<file path="src/rtl/tmr_pkg.sv">
package tmr_pkg;
  typedef enum logic [2:0] {
    MODE_INT      = 3'd0,
    MODE_ONESHOT  = 3'd1,
    MODE_RATE     = 3'd2,
    MODE_SQUARE   = 3'd3,
    MODE_SWSTROBE = 3'd4,
    MODE_HWSTROBE = 3'd5
  } tmr_mode_e;

  // codes 6 and 7 fold onto the periodic modes
  function automatic tmr_mode_e norm_mode(input logic [2:0] m);
    case (m)
      3'd6:    norm_mode = MODE_RATE;
      3'd7:    norm_mode = MODE_SQUARE;
      default: norm_mode = tmr_mode_e'(m);
    endcase
  endfunction
endpackage

</file>
<file path="src/rtl/tmr_gate_edge.sv">
module tmr_gate_edge (
  input  logic clk_i,
  input  logic rst_ni,
  input  logic gate_i,
  output logic rise_o
);
  logic gate_q;

  always_ff @(posedge clk_i or negedge rst_ni) begin
    if (!rst_ni) gate_q <= 1'b0;
    else         gate_q <= gate_i;
  end

  assign rise_o = gate_i & ~gate_q;
endmodule

</file>
<file path="src/rtl/tmr_count_core.sv">
module tmr_count_core
  import tmr_pkg::*;
#(
  parameter int W = 16
) (
  input  logic         clk_i,
  input  logic         rst_ni,
  input  logic         load_i,
  input  logic [W-1:0] init_i,
  input  logic         retrig_i,
  input  logic         step_i,
  input  tmr_mode_e    mode_i,
  output logic [W-1:0] count_o,
  output logic         term_o
);
  localparam logic [W-1:0] ONE = W'(1);
  localparam logic [W-1:0] TWO = W'(2);

  logic [W-1:0] count_q, reload_q, count_d;
  logic         periodic;

  assign periodic = (mode_i == MODE_RATE) || (mode_i == MODE_SQUARE);

  // terminal point of the current period, as seen by the next tick
  always_comb begin
    if (mode_i == MODE_SQUARE) term_o = (count_q == ONE) || (count_q == TWO);
    else                       term_o = (count_q == ONE);
  end

  always_comb begin
    count_d = count_q;
    if (load_i)                      count_d = init_i;
    else if (retrig_i)               count_d = reload_q;
    else if (step_i) begin
      if (periodic && term_o)        count_d = reload_q;
      else if (mode_i == MODE_SQUARE) count_d = count_q - TWO;
      else                           count_d = count_q - ONE;
    end
  end

  always_ff @(posedge clk_i or negedge rst_ni) begin
    if (!rst_ni) begin
      count_q  <= '0;
      reload_q <= '0;
    end else begin
      count_q <= count_d;
      if (load_i) reload_q <= init_i;
    end
  end

  assign count_o = count_q;
endmodule

</file>
<file path="src/rtl/tmr_out_gen.sv">
module tmr_out_gen
  import tmr_pkg::*;
(
  input  logic      clk_i,
  input  logic      rst_ni,
  input  logic      load_i,
  input  tmr_mode_e mode_new_i,
  input  tmr_mode_e mode_i,
  input  logic      retrig_i,
  input  logic      step_i,
  input  logic      term_i,
  output logic      out_o
);
  logic out_q, out_d, armed_q, armed_d;

  always_comb begin
    out_d   = out_q;
    armed_d = armed_q;
    if (load_i) begin
      out_d   = (mode_new_i != MODE_INT);
      armed_d = 1'b1;
    end else if (retrig_i) begin
      out_d   = (mode_i != MODE_ONESHOT);
      armed_d = 1'b1;
    end else begin
      case (mode_i)
        MODE_INT, MODE_ONESHOT: if (step_i && term_i) out_d = 1'b1;
        MODE_RATE:              out_d = ~(step_i && term_i);
        MODE_SQUARE:            if (step_i && term_i) out_d = ~out_q;
        default: begin
          // strobe modes: single low cycle, only once per load or trigger
          out_d = 1'b1;
          if (step_i && term_i && armed_q) begin
            out_d   = 1'b0;
            armed_d = 1'b0;
          end
        end
      endcase
    end
  end

  always_ff @(posedge clk_i or negedge rst_ni) begin
    if (!rst_ni) begin
      out_q   <= 1'b0;
      armed_q <= 1'b0;
    end else begin
      out_q   <= out_d;
      armed_q <= armed_d;
    end
  end

  assign out_o = out_q;
endmodule

</file>
<file path="src/rtl/tmr_channel.sv">
module tmr_channel
  import tmr_pkg::*;
#(
  parameter int W = 16
) (
  input  logic         clk_i,
  input  logic         rst_ni,
  input  logic         cnt_en_i,
  input  logic         gate_i,
  input  logic         load_i,
  input  logic [W-1:0] init_i,
  input  logic [2:0]   mode_i,
  output logic [W-1:0] count_o,
  output logic         out_o
);
  tmr_mode_e mode_q, mode_new;
  logic      rise, run, retrig, step, term, gate_free;

  assign mode_new = norm_mode(mode_i);

  always_ff @(posedge clk_i or negedge rst_ni) begin
    if (!rst_ni)     mode_q <= MODE_INT;
    else if (load_i) mode_q <= mode_new;
  end

  tmr_gate_edge u_gate (
    .clk_i (clk_i),
    .rst_ni(rst_ni),
    .gate_i(gate_i),
    .rise_o(rise)
  );

  // gate-triggered modes count regardless of gate level
  assign gate_free = (mode_q == MODE_ONESHOT) || (mode_q == MODE_HWSTROBE);
  assign run       = cnt_en_i & (gate_i | gate_free);
  assign retrig    = rise & (mode_q != MODE_INT) & (mode_q != MODE_SWSTROBE);
  assign step      = run & ~load_i & ~retrig;

  tmr_count_core #(.W(W)) u_core (
    .clk_i   (clk_i),
    .rst_ni  (rst_ni),
    .load_i  (load_i),
    .init_i  (init_i),
    .retrig_i(retrig),
    .step_i  (step),
    .mode_i  (mode_q),
    .count_o (count_o),
    .term_o  (term)
  );

  tmr_out_gen u_out (
    .clk_i     (clk_i),
    .rst_ni    (rst_ni),
    .load_i    (load_i),
    .mode_new_i(mode_new),
    .mode_i    (mode_q),
    .retrig_i  (retrig),
    .step_i    (step),
    .term_i    (term),
    .out_o     (out_o)
  );
endmodule

</file>
<file path="config.mk">
export PLATFORM = sky130hd
export DESIGN_NAME = tmr_channel
export DESIGN_NICKNAME = d
export VERILOG_FILES = /design/src/rtl/tmr_pkg.sv /design/src/rtl/tmr_gate_edge.sv /design/src/rtl/tmr_count_core.sv /design/src/rtl/tmr_out_gen.sv /design/src/rtl/tmr_channel.sv
export SDC_FILE = /design/constraint.sdc
export NUM_CORES = 1
export LEC_CHECK = 0
export ABC_AREA = 1
export BUFFER_PORTS_ARGS = -buffer_cell sky130_fd_sc_hd__buf_2
export CAP_MARGIN = 10
export CORE_MARGIN = 3
export CORE_UTILIZATION = 40
export CTS_BUF_LIST = sky130_fd_sc_hd__clkbuf_2 sky130_fd_sc_hd__clkbuf_4 sky130_fd_sc_hd__clkbuf_8
export DETAILED_ROUTE_END_ITERATION = 10
export GPL_TIMING_DRIVEN = 0
export HOLD_SLACK_MARGIN = 0.06
export MAX_ROUTING_LAYER = met4
export PLACE_DENSITY_LB_ADDON = 0.1
export SKIP_LAST_GASP = 1
export SLEW_MARGIN = 20
export SYNTH_ARGS = -nofsm -noshare
export SYNTH_HDL_FRONTEND = slang
export SYNTH_HIERARCHICAL = 1
export SYNTH_SLANG_ARGS = --single-unit
</file>
<file path="constraint.sdc">
create_clock -name clk_i -period 3.7 [get_ports clk_i]
set_input_delay 0.37 -clock clk_i [delete_from_list [all_inputs] [get_ports clk_i]]
set_output_delay 0.37 -clock clk_i [all_outputs]
set_load 0.03 [all_outputs]
</file>
==> metrics list <==
- Remaining design rule violation count: 0
- Once the clock tree was built, the resizer swapped 0 gates to a different size.
- Number of CTS-inserted buffers: 5
- Detailed-router iteration count before antenna repair: 5
- Startpoint type of the worst setup path: register
* Global-route wire length before repair: between 10 and 15 mm
* Final setup viols: 0
* Commonest non-fill, non-tap cell in the layout: sky130_fd_sc_hd__nand2_1
* IO Pins: 41
- For this run, the slowest stage of the critical path takes ~0.47 ns.
- The startpoint identified for the worst register-to-register timing path is mode_q[1]$_DFFE_PN0P_.
- Kind of path behind the tightest hold check: in2async
- Register bit count reported by yosys: 38
- For this design, the sink count on the clock tree is 38.
* Proportion of synthesized chip area in sequential cells: 37.5%
- WL final: 6.99 mm
* Height of the die: between 80 and 90 microns
- The initial antenna violation count came to 0.
* Count of buffering cells on the critical path with inverters included: 3
- In the synthesized netlist, the number of instances is between 300 and 400.
- The clock reaches the later pin of the worst-skew pair after roughly 0.30 ns.
- After clock tree synthesis, the clock-pin slew on the worst setup and hold paths is 0.09 ns.
* Post-synthesis net count: between 400 and 500
* Critical path arrival: about 2.4 ns
- The Yosys step of the flow raised 6 warnings.
- Starting DRC count in detailed routing: 200
- Total of hold buffers inserted after clock tree synthesis: 0
* Net count, final: approximately 470
- Timing would allow up to about 0.45 GHz.
- Post-synthesis cell type count: 26
- Maximum count of clock buffers along a single path: 2
- The detail route stage leaves a number of antenna-violating nets equal to 0.
- Commonest cells after routing, fill and taps aside: 152 x sky130_fd_sc_hd__nand2_1, 48 x sky130_fd_sc_hd__inv_1, 45 x sky130_fd_sc_hd__nor2_1, 45 x sky130_fd_sc_hd__buf_2, 38 x sky130_fd_sc_hd__dfrtp_1
- Most frequent CP cell: sky130_fd_sc_hd__nor2_4
- Half-perimeter wire length of the detailed placement result: 5.07 mm
- Final-layout worst hold slack: approximately 0.18 ns
- Core footprint: 6030 sq um
- The count of pins over their slew limit is 0.
* CP endpoint kind: register
- Chain of cells forming the critical path: o21a_1 > nor2_4 > inv_2 > nor2_4 > clkinv_1 > buf_2 > nor2_1 > a21oi_1
- Via count of the first global-routing pass: 2389
- The kind of cell with the highest combined delay along the critical path is buffers and inverters.
* Outcome: finished, final reports clean
* Launch point of the critical path: mode_q[1]$_DFFE_PN0P_
* Global route overflow: 0
- Final hold viol count: 0
- The cell area that synthesis handed to floorplanning was 2540 sq um.
- Port buffer count: 40
* Pwr dens: 499 nW/um^2
- The die covers around 7300 sq um.
- TritonCTS built the clock tree.
- Setup skew after layout: 0.0126 ns
- IR drop worst, VDD: 0.000256 V
- Averaged over all synthesized cells, the footprint is about 6.5 sq um.
* Summed area of non-filler cells in the final layout: 2970 sq um
- For this design the static power due to leakage is roughly 1.7 nW.
- Unrepaired setup endpoints after global routing: no
* Routed via count: roughly 2600
- Worst relative slew slack: between 40 and 50%
- The area growth from synthesis to layout is 17.2%.
* WS Path Type: reg2reg
* FILL cells: 638
* Total routing usage reported by global routing: 20.8%
* Data required time at the worst endpoint: roughly 3.9 ns
- The floorplan step set the die width to ~86 microns.
* Depth of the CTS H-tree: 2
- For the finished layout, the period the worst path requires is 2.20 ns.
* Final routed wire length divided by cell count: between 10 and 15 microns
- Once placement finished, the instance area stood at about 2800 sq um.
- After clock tree synthesis, the setup repair step added 0 buffers.
* Pin count of the biggest net entering global routing: 39
- In the routed layout, each cell is associated on average with a via count of 4.97.
* Clock Tree Root: sky130_fd_sc_hd__clkbuf_8
- Global placer's final weighted congestion: slightly below 0.9
- Once the floorplan was initialized, standard cells occupied between 40% and 50% of the core.
- Top fanout value on the critical path: 10
- 0 antenna diodes ended up in the layout.
- The slowest stage of the critical path is the sky130_fd_sc_hd__dfrtp_1 cell.
- Slew @ Worst Pin: between 0.8 and 0.9 ns
- The tool flagged a number of max-cap violations equal to 0.
* Fraction of final layout cells with drive strength greater than 1: between 10% and 20%
- After routing, the total negative slack on setup checks comes to 0 ns.
* Std cell rows: 28
* Share of the cycle needed by the critical path after routing: around three fifths
==> cell type report <==
type                            instances  area (sq um)  area share [%]
Buffer                                 10          51.3            1.72
Tap cell                               75          93.8            3.16
Clock inverter                          2          60.1            2.02
Inverter                               51           191            6.44
Multi-Input combinational cell        292          1340            45.2
Clock buffer                            6          82.6            2.78
Sequential cell                        38           951            32.0
Timing Repair Buffer                   40           200            6.73
==> routing by layer <==
metal / global-route usage (%) / vias to the layer above / part of all wire (%)
met3: 3.36 / 7 / 5.1
met5: - / - / 0
met1: 28.4 / 1157 / 49
met2: 32.8 / 81 / 45
li1: - / 1310 / -
met4: 4.60 / 0 / 0.82
==> cell usage after synthesis <==
cell	count	area share (%)
sky130_fd_sc_hd__o211a_1	1	0.39
sky130_fd_sc_hd__dfrtp_1	38	37
sky130_fd_sc_hd__clkinv_1	1	0.15
sky130_fd_sc_hd__o21a_1	1	0.30
sky130_fd_sc_hd__nand2_2	2	0.49
sky130_fd_sc_hd__or2_4	1	0.35
sky130_fd_sc_hd__ha_1	5	2.5
sky130_fd_sc_hd__nor2_1	45	6.7
sky130_fd_sc_hd__xor2_1	1	0.35
sky130_fd_sc_hd__o21ai_0	11	2.2
sky130_fd_sc_hd__nor3_1	2	0.39
sky130_fd_sc_hd__nand4_4	1	0.84
sky130_fd_sc_hd__a21oi_2	2	0.69
sky130_fd_sc_hd__inv_1	48	7.1
sky130_fd_sc_hd__nand2_1	152	22
sky130_fd_sc_hd__nor2_2	4	0.99
sky130_fd_sc_hd__o21ai_1	3	0.59
sky130_fd_sc_hd__buf_6	1	0.44
sky130_fd_sc_hd__a21oi_1	11	2.2
sky130_fd_sc_hd__buf_2	5	0.99
sky130_fd_sc_hd__nand4_1	15	3.7
sky130_fd_sc_hd__inv_2	2	0.30
sky130_fd_sc_hd__nor2_4	3	1.3
sky130_fd_sc_hd__nand3b_1	3	0.89
sky130_fd_sc_hd__nand3_1	29	5.7
sky130_fd_sc_hd__clkbuf_1	4	0.59
==> sequential cells by signal, indices dropped and copies added, names as in the netlist <==
name	count
u_core/count_o	16
u_core/reload_q	16
mode_q	3
u_gate/gate_q	1
u_out/armed_q	1
u_out/out_o	1
==> where the power goes <==
part	switching, W	total [W]	internal, W
combinational	0.000342	0.000499	0.000157
sequential	0.0000685	0.000539	0.000471
clock	0.000157	0.000445	0.000288
==> final timing paths <==
path                                              endpoint  slack [ns]  depth (start not counted)
setup / recovery            u_core/count_o[11]$_DFFE_PN0P_        1.50                          8
hold / removal               u_core/count_o[5]$_DFFE_PN0P_        0.18                          1
setup reg to reg            u_core/count_o[11]$_DFFE_PN0P_        1.50                          8
hold reg to reg            u_core/reload_q[12]$_DFFE_PN0P_        0.47                          2
max in group asynchronous            mode_q[2]$_DFFE_PN0P_        2.94                          1
min in group clk_i                 u_gate/gate_q$_DFF_PN0_        0.22                          1
==> cells by family after synthesis <==
logic type,Yosys count,synth area share (%)
AOI/OAI and AO/OA,29,6.31
xor gates and xnor gates,1,0.345
adders and majority gates,5,2.47
buffers and inverters,61,9.57
DFF,38,37.5
and+or+nand+nor,257,43.8
==> metrics by stage <==
step / worst slack (ns) / instances / power [W] / utilization (%)
4_1_cts: 1.48 / 514 / 0.00149 / 49.4
2_1_floorplan: 1.98 / 391 / 0.000893 / -
5_1_grt: 1.32 / 514 / 0.00159 / 49.4
6_report: 1.50 / 514 / 0.00148 / 49.4
3_5_place_dp: 1.49 / 506 / 0.00104 / 47.0
3_3_place_gp: 1.49 / 506 / 0.00104 / 47.0
No activity file was read; power rests on OpenSTA's default activity.
